## config.mk

```make
export PLATFORM = sky130hd
export DESIGN_NAME = psg_regbank
export DESIGN_NICKNAME = d
export VERILOG_FILES = /design/src/rtl/psg_regbank_pkg.sv /design/src/rtl/psg_bus_decode.sv /design/src/rtl/psg_reg_store.sv /design/src/rtl/psg_read_mux.sv /design/src/rtl/psg_regbank.sv
export SDC_FILE = /design/constraint.sdc
export NUM_CORES = 1
export LEC_CHECK = 0
export ABC_CLOCK_PERIOD_IN_PS = 2800
export BUFFER_PORTS_ARGS = -buffer_cell sky130_fd_sc_hd__buf_2
export CAP_MARGIN = 40
export CORE_MARGIN = 4
export CORE_UTILIZATION = 38
export CTS_CLUSTER_DIAMETER = 30
export DETAILED_ROUTE_END_ITERATION = 6
export GPL_TIMING_DRIVEN = 0
export PLACE_DENSITY = 0.63
export SLEW_MARGIN = 10
export SYNTH_ARGS = -nofsm -noshare
export SYNTH_HDL_FRONTEND = slang
export SYNTH_SLANG_ARGS = --single-unit
export TNS_END_PERCENT = 5
```

## constraint.sdc

```tcl
create_clock -name clk -period 2.8 [get_ports clk]
set_input_delay 0.28 -clock clk [delete_from_list [all_inputs] [get_ports clk]]
set_output_delay 0.28 -clock clk [all_outputs]
set_load 0.05 [all_outputs]
```

## src/rtl/psg_regbank_pkg.sv

```systemverilog
package psg_regbank_pkg;

    localparam int DATA_W   = 8;
    localparam int NUM_REGS = 16;
    localparam int ADDR_W   = $clog2(NUM_REGS);
    localparam int TONE_W   = 12;
    localparam int NOISE_W  = 5;
    localparam int AMP_W    = 5;
    localparam int SHAPE_W  = 4;
    localparam int VOICES   = 3;

    // register indices (decimal pointer values)
    localparam int IDX_TONE_A_LO = 0;
    localparam int IDX_NOISE     = 6;
    localparam int IDX_MIXER     = 7;
    localparam int IDX_AMP_A     = 8;
    localparam int IDX_ENV_LO    = 11;
    localparam int IDX_ENV_HI    = 12;
    localparam int IDX_SHAPE     = 13;
    localparam int IDX_PORT_A    = 14;
    localparam int IDX_PORT_B    = 15;

    // direction bits inside the mixer register
    localparam int DIR_BIT_A = 7;
    localparam int DIR_BIT_B = 6;

    typedef enum logic [1:0] {
        BUS_IDLE  = 2'b00,
        BUS_READ  = 2'b01,
        BUS_WRITE = 2'b10,
        BUS_LATCH = 2'b11
    } bus_op_e;

    typedef logic [NUM_REGS-1:0][DATA_W-1:0] reg_file_t;

    typedef struct packed {
        reg_file_t         regs;
        logic [ADDR_W-1:0] sel;
        logic              sel_ok;
        logic              strobe;
    } bank_state_t;

    function automatic logic [DATA_W-1:0] keep_mask(input int idx);
        logic [DATA_W-1:0] m;
        case (idx)
            1, 3, 5:        m = DATA_W'((1 << 4) - 1);
            IDX_NOISE:      m = DATA_W'((1 << NOISE_W) - 1);
            8, 9, 10:       m = DATA_W'((1 << AMP_W) - 1);
            IDX_SHAPE:      m = DATA_W'((1 << SHAPE_W) - 1);
            default:        m = '1;
        endcase
        return m;
    endfunction

    function automatic bank_state_t reset_state();
        bank_state_t s;
        s.regs            = '0;
        s.regs[IDX_MIXER] = '1;
        s.sel             = '0;
        s.sel_ok          = 1'b1;
        s.strobe          = 1'b0;
        return s;
    endfunction

endpackage

```

## src/rtl/psg_bus_decode.sv

```systemverilog
module psg_bus_decode
    import psg_regbank_pkg::*;
(
    input  logic    bus_dir,
    input  logic    bus_ctl,
    output bus_op_e op
);
    always_comb begin
        case ({bus_dir, bus_ctl})
            2'b01:   op = BUS_READ;
            2'b10:   op = BUS_WRITE;
            2'b11:   op = BUS_LATCH;
            default: op = BUS_IDLE;
        endcase
    end
endmodule

```

## src/rtl/psg_reg_store.sv

```systemverilog
module psg_reg_store
    import psg_regbank_pkg::*;
(
    input  logic              clk,
    input  logic              rst_n,
    input  bus_op_e           op,
    input  logic [DATA_W-1:0] data_in,
    output reg_file_t         regs,
    output logic [ADDR_W-1:0] sel,
    output logic              sel_ok,
    output logic              strobe
);
    bank_state_t st_d, st_q;

    always_comb begin
        st_d        = st_q;
        st_d.strobe = 1'b0;
        case (op)
            BUS_LATCH: begin
                st_d.sel    = data_in[ADDR_W-1:0];
                st_d.sel_ok = (data_in[DATA_W-1:ADDR_W] == '0);
            end
            BUS_WRITE: begin
                if (st_q.sel_ok) begin
                    for (int i = 0; i < NUM_REGS; i++) begin
                        if (st_q.sel == ADDR_W'(i))
                            st_d.regs[i] = data_in & keep_mask(i);
                    end
                    st_d.strobe = (st_q.sel == ADDR_W'(IDX_SHAPE));
                end
            end
            default: ;
        endcase
    end

    always_ff @(posedge clk) begin
        if (!rst_n) st_q <= reset_state();
        else        st_q <= st_d;
    end

    assign regs   = st_q.regs;
    assign sel    = st_q.sel;
    assign sel_ok = st_q.sel_ok;
    assign strobe = st_q.strobe;
endmodule

```

## src/rtl/psg_read_mux.sv

```systemverilog
module psg_read_mux
    import psg_regbank_pkg::*;
(
    input  bus_op_e           op,
    input  reg_file_t         regs,
    input  logic [ADDR_W-1:0] sel,
    input  logic              sel_ok,
    input  logic [DATA_W-1:0] pins_a,
    input  logic [DATA_W-1:0] pins_b,
    output logic [DATA_W-1:0] data_out,
    output logic              data_oe
);
    logic [DATA_W-1:0] picked;

    always_comb begin
        picked = regs[sel];
        if (sel == ADDR_W'(IDX_PORT_A) && regs[IDX_MIXER][DIR_BIT_A])
            picked = pins_a;
        if (sel == ADDR_W'(IDX_PORT_B) && regs[IDX_MIXER][DIR_BIT_B])
            picked = pins_b;
        if (!sel_ok)
            picked = '0;
        data_oe  = (op == BUS_READ);
        data_out = data_oe ? picked : '0;
    end
endmodule

```

## src/rtl/psg_regbank.sv

```systemverilog
module psg_regbank
    import psg_regbank_pkg::*;
(
    input  logic               clk,
    input  logic               rst_n,
    input  logic               bus_dir,
    input  logic               bus_ctl,
    input  logic [DATA_W-1:0]  data_in,
    output logic [DATA_W-1:0]  data_out,
    output logic               data_oe,
    input  logic [DATA_W-1:0]  port_a_pins,
    input  logic [DATA_W-1:0]  port_b_pins,
    output logic [DATA_W-1:0]  port_a_out,
    output logic [DATA_W-1:0]  port_b_out,
    output logic               port_a_drive,
    output logic               port_b_drive,
    output logic [TONE_W-1:0]  tone_a_period,
    output logic [TONE_W-1:0]  tone_b_period,
    output logic [TONE_W-1:0]  tone_c_period,
    output logic [NOISE_W-1:0] noise_period,
    output logic [VOICES-1:0]  tone_off,
    output logic [VOICES-1:0]  noise_off,
    output logic [AMP_W-1:0]   amp_a,
    output logic [AMP_W-1:0]   amp_b,
    output logic [AMP_W-1:0]   amp_c,
    output logic [2*DATA_W-1:0] env_period,
    output logic [SHAPE_W-1:0] env_shape,
    output logic               env_restart
);
    localparam int COARSE_W = TONE_W - DATA_W;

    bus_op_e           op;
    reg_file_t         regs;
    logic [ADDR_W-1:0] sel;
    logic              sel_ok;

    logic [VOICES-1:0][TONE_W-1:0] tone_vec;
    logic [VOICES-1:0][AMP_W-1:0]  amp_vec;

    psg_bus_decode u_dec (
        .bus_dir (bus_dir),
        .bus_ctl (bus_ctl),
        .op      (op)
    );

    psg_reg_store u_store (
        .clk     (clk),
        .rst_n   (rst_n),
        .op      (op),
        .data_in (data_in),
        .regs    (regs),
        .sel     (sel),
        .sel_ok  (sel_ok),
        .strobe  (env_restart)
    );

    psg_read_mux u_rd (
        .op       (op),
        .regs     (regs),
        .sel      (sel),
        .sel_ok   (sel_ok),
        .pins_a   (port_a_pins),
        .pins_b   (port_b_pins),
        .data_out (data_out),
        .data_oe  (data_oe)
    );

    for (genvar v = 0; v < VOICES; v++) begin : g_voice
        assign tone_vec[v] = {regs[IDX_TONE_A_LO + 2*v + 1][COARSE_W-1:0],
                              regs[IDX_TONE_A_LO + 2*v]};
        assign amp_vec[v]  = regs[IDX_AMP_A + v][AMP_W-1:0];
    end

    assign tone_a_period = tone_vec[0];
    assign tone_b_period = tone_vec[1];
    assign tone_c_period = tone_vec[2];
    assign amp_a         = amp_vec[0];
    assign amp_b         = amp_vec[1];
    assign amp_c         = amp_vec[2];

    assign noise_period  = regs[IDX_NOISE][NOISE_W-1:0];
    assign tone_off      = regs[IDX_MIXER][VOICES-1:0];
    assign noise_off     = regs[IDX_MIXER][2*VOICES-1:VOICES];
    assign env_period    = {regs[IDX_ENV_HI], regs[IDX_ENV_LO]};
    assign env_shape     = regs[IDX_SHAPE][SHAPE_W-1:0];

    assign port_a_out    = regs[IDX_PORT_A];
    assign port_b_out    = regs[IDX_PORT_B];
    assign port_a_drive  = ~regs[IDX_MIXER][DIR_BIT_A];
    assign port_b_drive  = ~regs[IDX_MIXER][DIR_BIT_B];
endmodule

```

# After elaboration in Yosys (flattened, before gate mapping)
# Index checks and enable logic that the tools add are counted.
dict set report totals {
  ff_bits 134
  latchBits 0
  ram_bits 0
  romBits 0
  inputBits 28
  word_cells 135
  memories 0
}
dict set report classes {
  add_sub_neg 0
  multipliers 0
  div 0
  n_lt_le_gt_ge 1
  n_eq_ne 21
  shifts 0
  muxes 55
  bitwise 18
  reduce_logical 21
}
# operator count
set ops {}
lappend ops {{8-bit 2-to-1 mux} 53}
lappend ops {{8-bit AND} 16}
lappend ops {{3-bit AND reduction} 17}
lappend ops {{8-bit binary-select mux with 4-bit select} 1}
lappend ops {{4-bit equality test, second input constant} 8}
lappend ops {{4-bit by 3-bit equality test with 1-bit output, second input constant} 4}
lappend ops {{2-bit equality test, second input constant} 4}
lappend ops {{4-bit by 2-bit equality test with 1-bit output, second input constant} 2}
lappend ops {{4-bit zero test} 2}
lappend ops {{2-bit one-hot mux with 3 select lines} 1}
lappend ops {{4-bit by 5-bit less-than comparator with 1-bit output, second input constant} 1}
lappend ops {{2-bit by 1-bit equality test with 1-bit output, second input constant} 2}
lappend ops {{4-bit by 1-bit equality test with 1-bit output, second input constant} 1}
lappend ops {{1-bit logical AND} 2}
lappend ops {{1-bit NOT} 2}

# Logic depth before layout (Yosys ltp)
dict set report logic_depth {
  ltp_word 6
  depth_mapped 7
  mapped_depth_nobuf 4
}

# Modules after synthesis
# Synthesis repeated with hierarchy kept, for this count alone.
dict set report unflattened {
  hier_cells 551
  hier_area_um2 5576.6
}
# mod instances cells_each area_per_inst_um2
set modules_own_cells {}
lappend modules_own_cells {psg_reg_store 1 425 4262.8}
lappend modules_own_cells {psg_read_mux 1 122 1298.7}
lappend modules_own_cells {psg_bus_decode 1 2 7.5}
lappend modules_own_cells {psg_regbank 1 2 7.5}

# Least setup slack after synthesis
# OpenSTA, ideal clock, no wires.
dict set report synth_path {
  path_type {input to output}
  startpoint {in bus_dir}
  endpoint {out data_out[0]}
  arrival_ps 2229
  required_time_ps 2520
  path_slack_ps 291
  path_stages 5
  path_cell_list {and2b_1 and2_1 clkbuf_1 o221ai_1 a31oi_1}
}
dict set report synth_between {
  elab_chain_len 4
  elab_cells_between_ends 6
  cone_classes {eq/ne (4); mux (2)}
}
# element line
set synth_rtl {}
lappend synth_rtl {{from (decl)} psg_regbank.sv:6} ;# input logic bus_dir,
lappend synth_rtl {{2-bit equality test or 2-bit by 1-bit equality test with 1-bit output (tied branches)} psg_bus_decode.sv:9} ;# case ({bus_dir, bus_ctl})
lappend synth_rtl {{2-bit one-hot mux with 3 select lines (*)} psg_bus_decode.sv:9}
lappend synth_rtl {{2-bit by 1-bit equality test with 1-bit output (*)} psg_read_mux.sv:23} ;# data_oe = (op == BUS_READ);
lappend synth_rtl {{8-bit 2-to-1 mux (*)} psg_read_mux.sv:24} ;# data_out = data_oe ? picked : '0;
lappend synth_rtl {{to (decl)} psg_regbank.sv:9} ;# output logic [DATA_W-1:0] data_out,
# Every way passes the cells marked *; elsewhere a longest branch is shown, timed or not.

# Final worst setup path
dict set report layout_path {
  startpoint {reg u_store.st_q (netlist bit u_store.sel[1])}
  endpoint {out data_out[0]}
}
dict set report layout_between {
  elab_chain_len 6
  elab_cells_between_ends 10
  cone_classes {eq/ne (2); mux (6); reduce/logical (2)}
}
# element line
set layout_rtl {}
lappend layout_rtl {{from (decl)} psg_reg_store.sv:13} ;# bank_state_t st_d, st_q;
lappend layout_rtl {{from (signal assigned)} psg_reg_store.sv:37} ;# if (!rst_n) st_q <= reset_state();
lappend layout_rtl {{from (signal assigned)} psg_reg_store.sv:38} ;# else st_q <= st_d;
lappend layout_rtl {{8-bit binary-select mux with 4-bit select or 4-bit equality test (tied branches)} {psg_read_mux.sv:16, psg_read_mux.sv:17}}
lappend layout_rtl {{8-bit 2-to-1 mux (implied by the code) or 1-bit logical AND (tied branches)} {psg_read_mux.sv:16, psg_read_mux.sv:17}}
lappend layout_rtl {{8-bit 2-to-1 mux} psg_read_mux.sv:17} ;# if (sel == ADDR_W'(IDX_PORT_A) && regs[IDX_MIXER][DIR_BIT_A])
lappend layout_rtl {{8-bit 2-to-1 mux (*)} psg_read_mux.sv:19} ;# if (sel == ADDR_W'(IDX_PORT_B) && regs[IDX_MIXER][DIR_BIT_B])
lappend layout_rtl {{8-bit 2-to-1 mux (*)} psg_read_mux.sv:21} ;# if (!sel_ok)
lappend layout_rtl {{8-bit 2-to-1 mux (*)} psg_read_mux.sv:24}
# Every way passes the cells marked *; elsewhere a longest branch is shown, timed or not. The select of a mux whose other input is x is not followed.

==> impl_metrics.json <==
{
  "run_status": "complete, no violations",
  "ys_types": 53,
  "critical-path-slowest-cell": "dfxtp_1",
  "yosys_register_bits": 106,
  "grt-ovfl-total": 0,
  "floorplan.initialDensity_pct": 38.7,
  "ctsHoldBuffers": 0,
  "critical_path_peak_fanout": 10,
  "critPathTopFamily": "buffers and inverters",
  "min-delay-path-class": "in2reg",
  "total_negative_slack_for_setup_checks_ns": 0,
  "share_of_cells_above_drive_strength_1_pct": 38.7,
  "pin_count": 138,
  "power_w": 0.00306,
  "pre_cts_ws_ns": 0.0398,
  "hold_viol": 0,
  "cts_inserted_buffers": 9,
  "floorplan.die.height_um": 135,
  "worst-r2r-cell-count": 6,
  "place_congestion": 0.919,
  "pin_count_of_the_biggest_net_entering_global_routing": 16,
  "final_critical_path_setup_slack_ns": 0.0716,
  "final_design_area_no_fill_um2": 7360,
  "grt_first_pass_wirelength_mm": 28.5,
  "synth_sequential_area_ratio_pct": 34.5,
  "placement_rows": 46,
  "clock_tree.htree_level_count": 3,
  "worst_hold_path.num_cells": 3,
  "final_min_period_over_clock_period_pct": 97.4,
  "timing_max_transition_violations_final": 0,
  "place_area_um2": 7060,
  "power-per-cell-area_nw_per_um2": 415,
  "groute.usage.overall_pct": 20.7,
  "synth_async_sr_flop_share_pct": 0,
  "max_slew.worst_pin.slew_ns": 0.705,
  "path_class": "reg2out",
  "first_global_vias": 4828,
  "antenna_found_initial": 0,
  "via_count": 4948,
  "nets": 793,
  "io_buffers": 129,
  "synth_fp_nets": 655,
  "cp_data_required_time_ns": 2.52,
  "rrSetupSlack_ns": 0.79,
  "cts_setup_buffers": 0,
  "min-delay-start": "data_in[4]",
  "wire_per_inst_um": 19.1,
  "clk_root_buffer_cell": "clkbuf_16",
  "crit_path_end_kind": "primary output",
  "synth.avg_cell_area_um2": 9.80,
  "timing.slew.headroom_pct": 52.8,
  "synth_top_flop_cell": "dfxtp_1",
  "reg_to_reg_critical_path_startpoint": "u_store.sel[0]",
  "placed_cells": 972,
  "drt_first_iter_violations": 420,
  "worst-endpoint-arrival_ns": 2.45,
  "drt-pass1-iter-count": 5,
  "max-vdd-ir-drop_mv": 0.277,
  "maxCapViolCount": 0,
  "syn2layout_area_growth_pct": 19.8,
  "die_extent_in_x_um": 135,
  "core_region_area_um2": 15900,
  "timing.fmax_mhz": 367,
  "setup.worst_path.start_class": "flip-flop",
  "clock_transition_at_the_registers_of_the_reported_paths_ns": 0.07,
  "worstPathCellList": "buf_6, buf_2, mux2i_1, o32ai_1, a211oi_1, a31oi_1, clkbuf_4",
  "timing.final.setup_violations": 0,
  "post_synth_edffs": 0,
  "route.detailed.drc": 0,
  "cts_tree": "done",
  "finalCriticalPeriod_ns": 2.73,
  "timing.rr.end": "u_store.regs[101]",
  "place_hpwl_mm": 14.2,
  "fp.dieArea_um2": 18300,
  "clkSinkCount": 106,
  "max_stage_delay_ns": 0.39,
  "yosys_warnings": 0,
  "timing.hold.worst_endpoint": "u_store.regs[68]",
  "final-instance-count-excl-fill": 986,
  "ant_nets": 0,
  "clockBufferDepth": 2,
  "fin_skew_ns": 0.00552,
  "synthesis.instances": 627,
  "diode_insertion_count_for_antenna_repair": 0,
  "power_leakage_nw": 3.13,
  "worst-path-buf-inv": 3,
  "clkLatencyLatePin_ns": 0.35,
  "route.detailed.vias_per_inst": 5.02,
  "routed_wl_mm": 18.9,
  "synthesis.area_um2": 6140,
  "rsz0062_at_grt": "yes"
}
kinds of logic (layout without fill, tap and decap cells):
| family | count (synthesis) | in the layout | share of synthesized area (%) |
|---|---|---|---|
| flops | 106 | 106 | 34.5 |
| compound gates | 59 | 59 | 7.27 |
| simple gates | 184 | 184 | 19.6 |
| buf+inv | 155 | 298 | 16.3 |
| mux | 123 | 123 | 22.3 |
report_power, final:
part | leakage [nW] | internal [W] | switching, W | total, W
Combinational | 2.14 | 0.000121 | 0.000221 | 0.000342
Clock | 0.133 | 0.000625 | 0.000559 | 0.00118
Sequential | 0.855 | 0.00152 | 0.0000105 | 0.00153
per-layer routing:
| metal | part of all wire (%) | up-vias | global-route usage, % |
|---|---|---|---|
| li1 | - | 2367 | - |
| met1 | 46 | 2338 | 29.8 |
| met2 | 44 | 210 | 31.4 |
| met3 | 6.8 | 33 | 3.16 |
| met4 | 2.6 | 0 | 7.61 |
| met5 | 0 | - | 0 |
tightest hold or removal path: cells and delay by family:
family,cells,cell delay (ns)
AND/OR/NAND/NOR,1,0.10
buffers and inverters,1,0.11
multiplexers,1,0.07
cell usage in the layout (no fill, tap or decap), types with 3 or more instances in the layout:
cell,count
nor3_4,9
clkbuf_16,9
a221oi_1,3
inv_1,5
nor2b_1,92
nor2_1,5
a21oi_1,6
o21ai_0,5
or2_2,5
buf_4,101
clkinv_2,3
buf_6,7
and2_1,4
a31oi_1,3
o211ai_1,4
clkbuf_2,3
nand2_1,21
o32ai_1,3
dfxtp_1,106
clkbuf_1,30
or3_1,8
nor3_2,3
nand3_1,8
o22ai_1,3
a22oi_1,3
mux2i_1,111
nand4_1,3
mux4_2,11
buf_2,133
nand2b_1,11
o221ai_1,8
a21boi_0,5
clkbuf_4,5
state kept, by name (all words and copies together) (netlist names):
register	flops
u_store.regs	100
u_store.sel	4
u_store.sel_ok	1
u_store.strobe	1
layout make-up:
| cell class | count | area (µm²) |
|---|---|---|
| tap | 216 | 270 |
| fill | 1617 | 8520 |
| buffer | 148 | 1000 |
| sequential | 106 | 2120 |
| clock buffer | 13 | 250 |
| timing repair buffer | 129 | 656 |
| inverter | 5 | 18.8 |
| multi-input combinational | 366 | 3030 |
| clock inverter | 3 | 15.0 |
what timing repair did:
action	in CTS	in global routing
endpoints found under the setup margin	7	8
hold endpoints to repair	0	0
resized for setup	10	14
pin swaps	0	0
worst max path at each step:
stage               cells after the start          end            from
floorplan                               5  data_out[0]         bus_dir
global placement                        8  data_out[3]  u_store.sel[1]
detailed placement                      8  data_out[3]  u_store.sel[1]
CTS                                     8  data_out[2]  u_store.sel[1]
global route                            7  data_out[0]  u_store.sel[0]
finish                                  7  data_out[0]  u_store.sel[1]
metrics by stage:
step,hold slack [ns],util [%]
6_report,0.241,46.3
5_1_grt,0.257,46.3
4_1_cts,0.233,46.2
3_5_place_dp,0.496,44.4
3_3_place_gp,0.490,44.4
2_1_floorplan,0.449,-
Yosys cell counts, drive strengths merged (2+ instances only):
master | n | area share [%]
a21boi | 5 | 0.61
nand3 | 8 | 0.65
o211ai | 4 | 0.49
clkbuf | 34 | 2.1
o2bb2ai | 2 | 0.29
mux4 | 11 | 4.0
or3b | 2 | 0.29
nor2b | 93 | 9.5
a22oi | 3 | 0.37
dfxtp | 106 | 35
nor3b | 2 | 0.24
nand2b | 11 | 1.1
a221oi | 3 | 0.43
and2 | 4 | 0.41
a211oi | 2 | 0.24
o2111ai | 2 | 0.29
nand4 | 3 | 0.31
o21ai | 5 | 0.41
or4bb | 2 | 0.37
or4b | 2 | 0.33
or2 | 5 | 0.51
nor2 | 6 | 0.37
a32o | 2 | 0.33
o221ai | 8 | 1.1
nand2 | 22 | 1.4
a21oi | 6 | 0.49
a31oi | 3 | 0.31
o22ai | 3 | 0.31
or3 | 8 | 0.81
nor3 | 12 | 2.9
inv | 5 | 0.31
mux2i | 111 | 18
o32ai | 3 | 0.43
buf | 116 | 14
(Power assumes the default switching activity.)
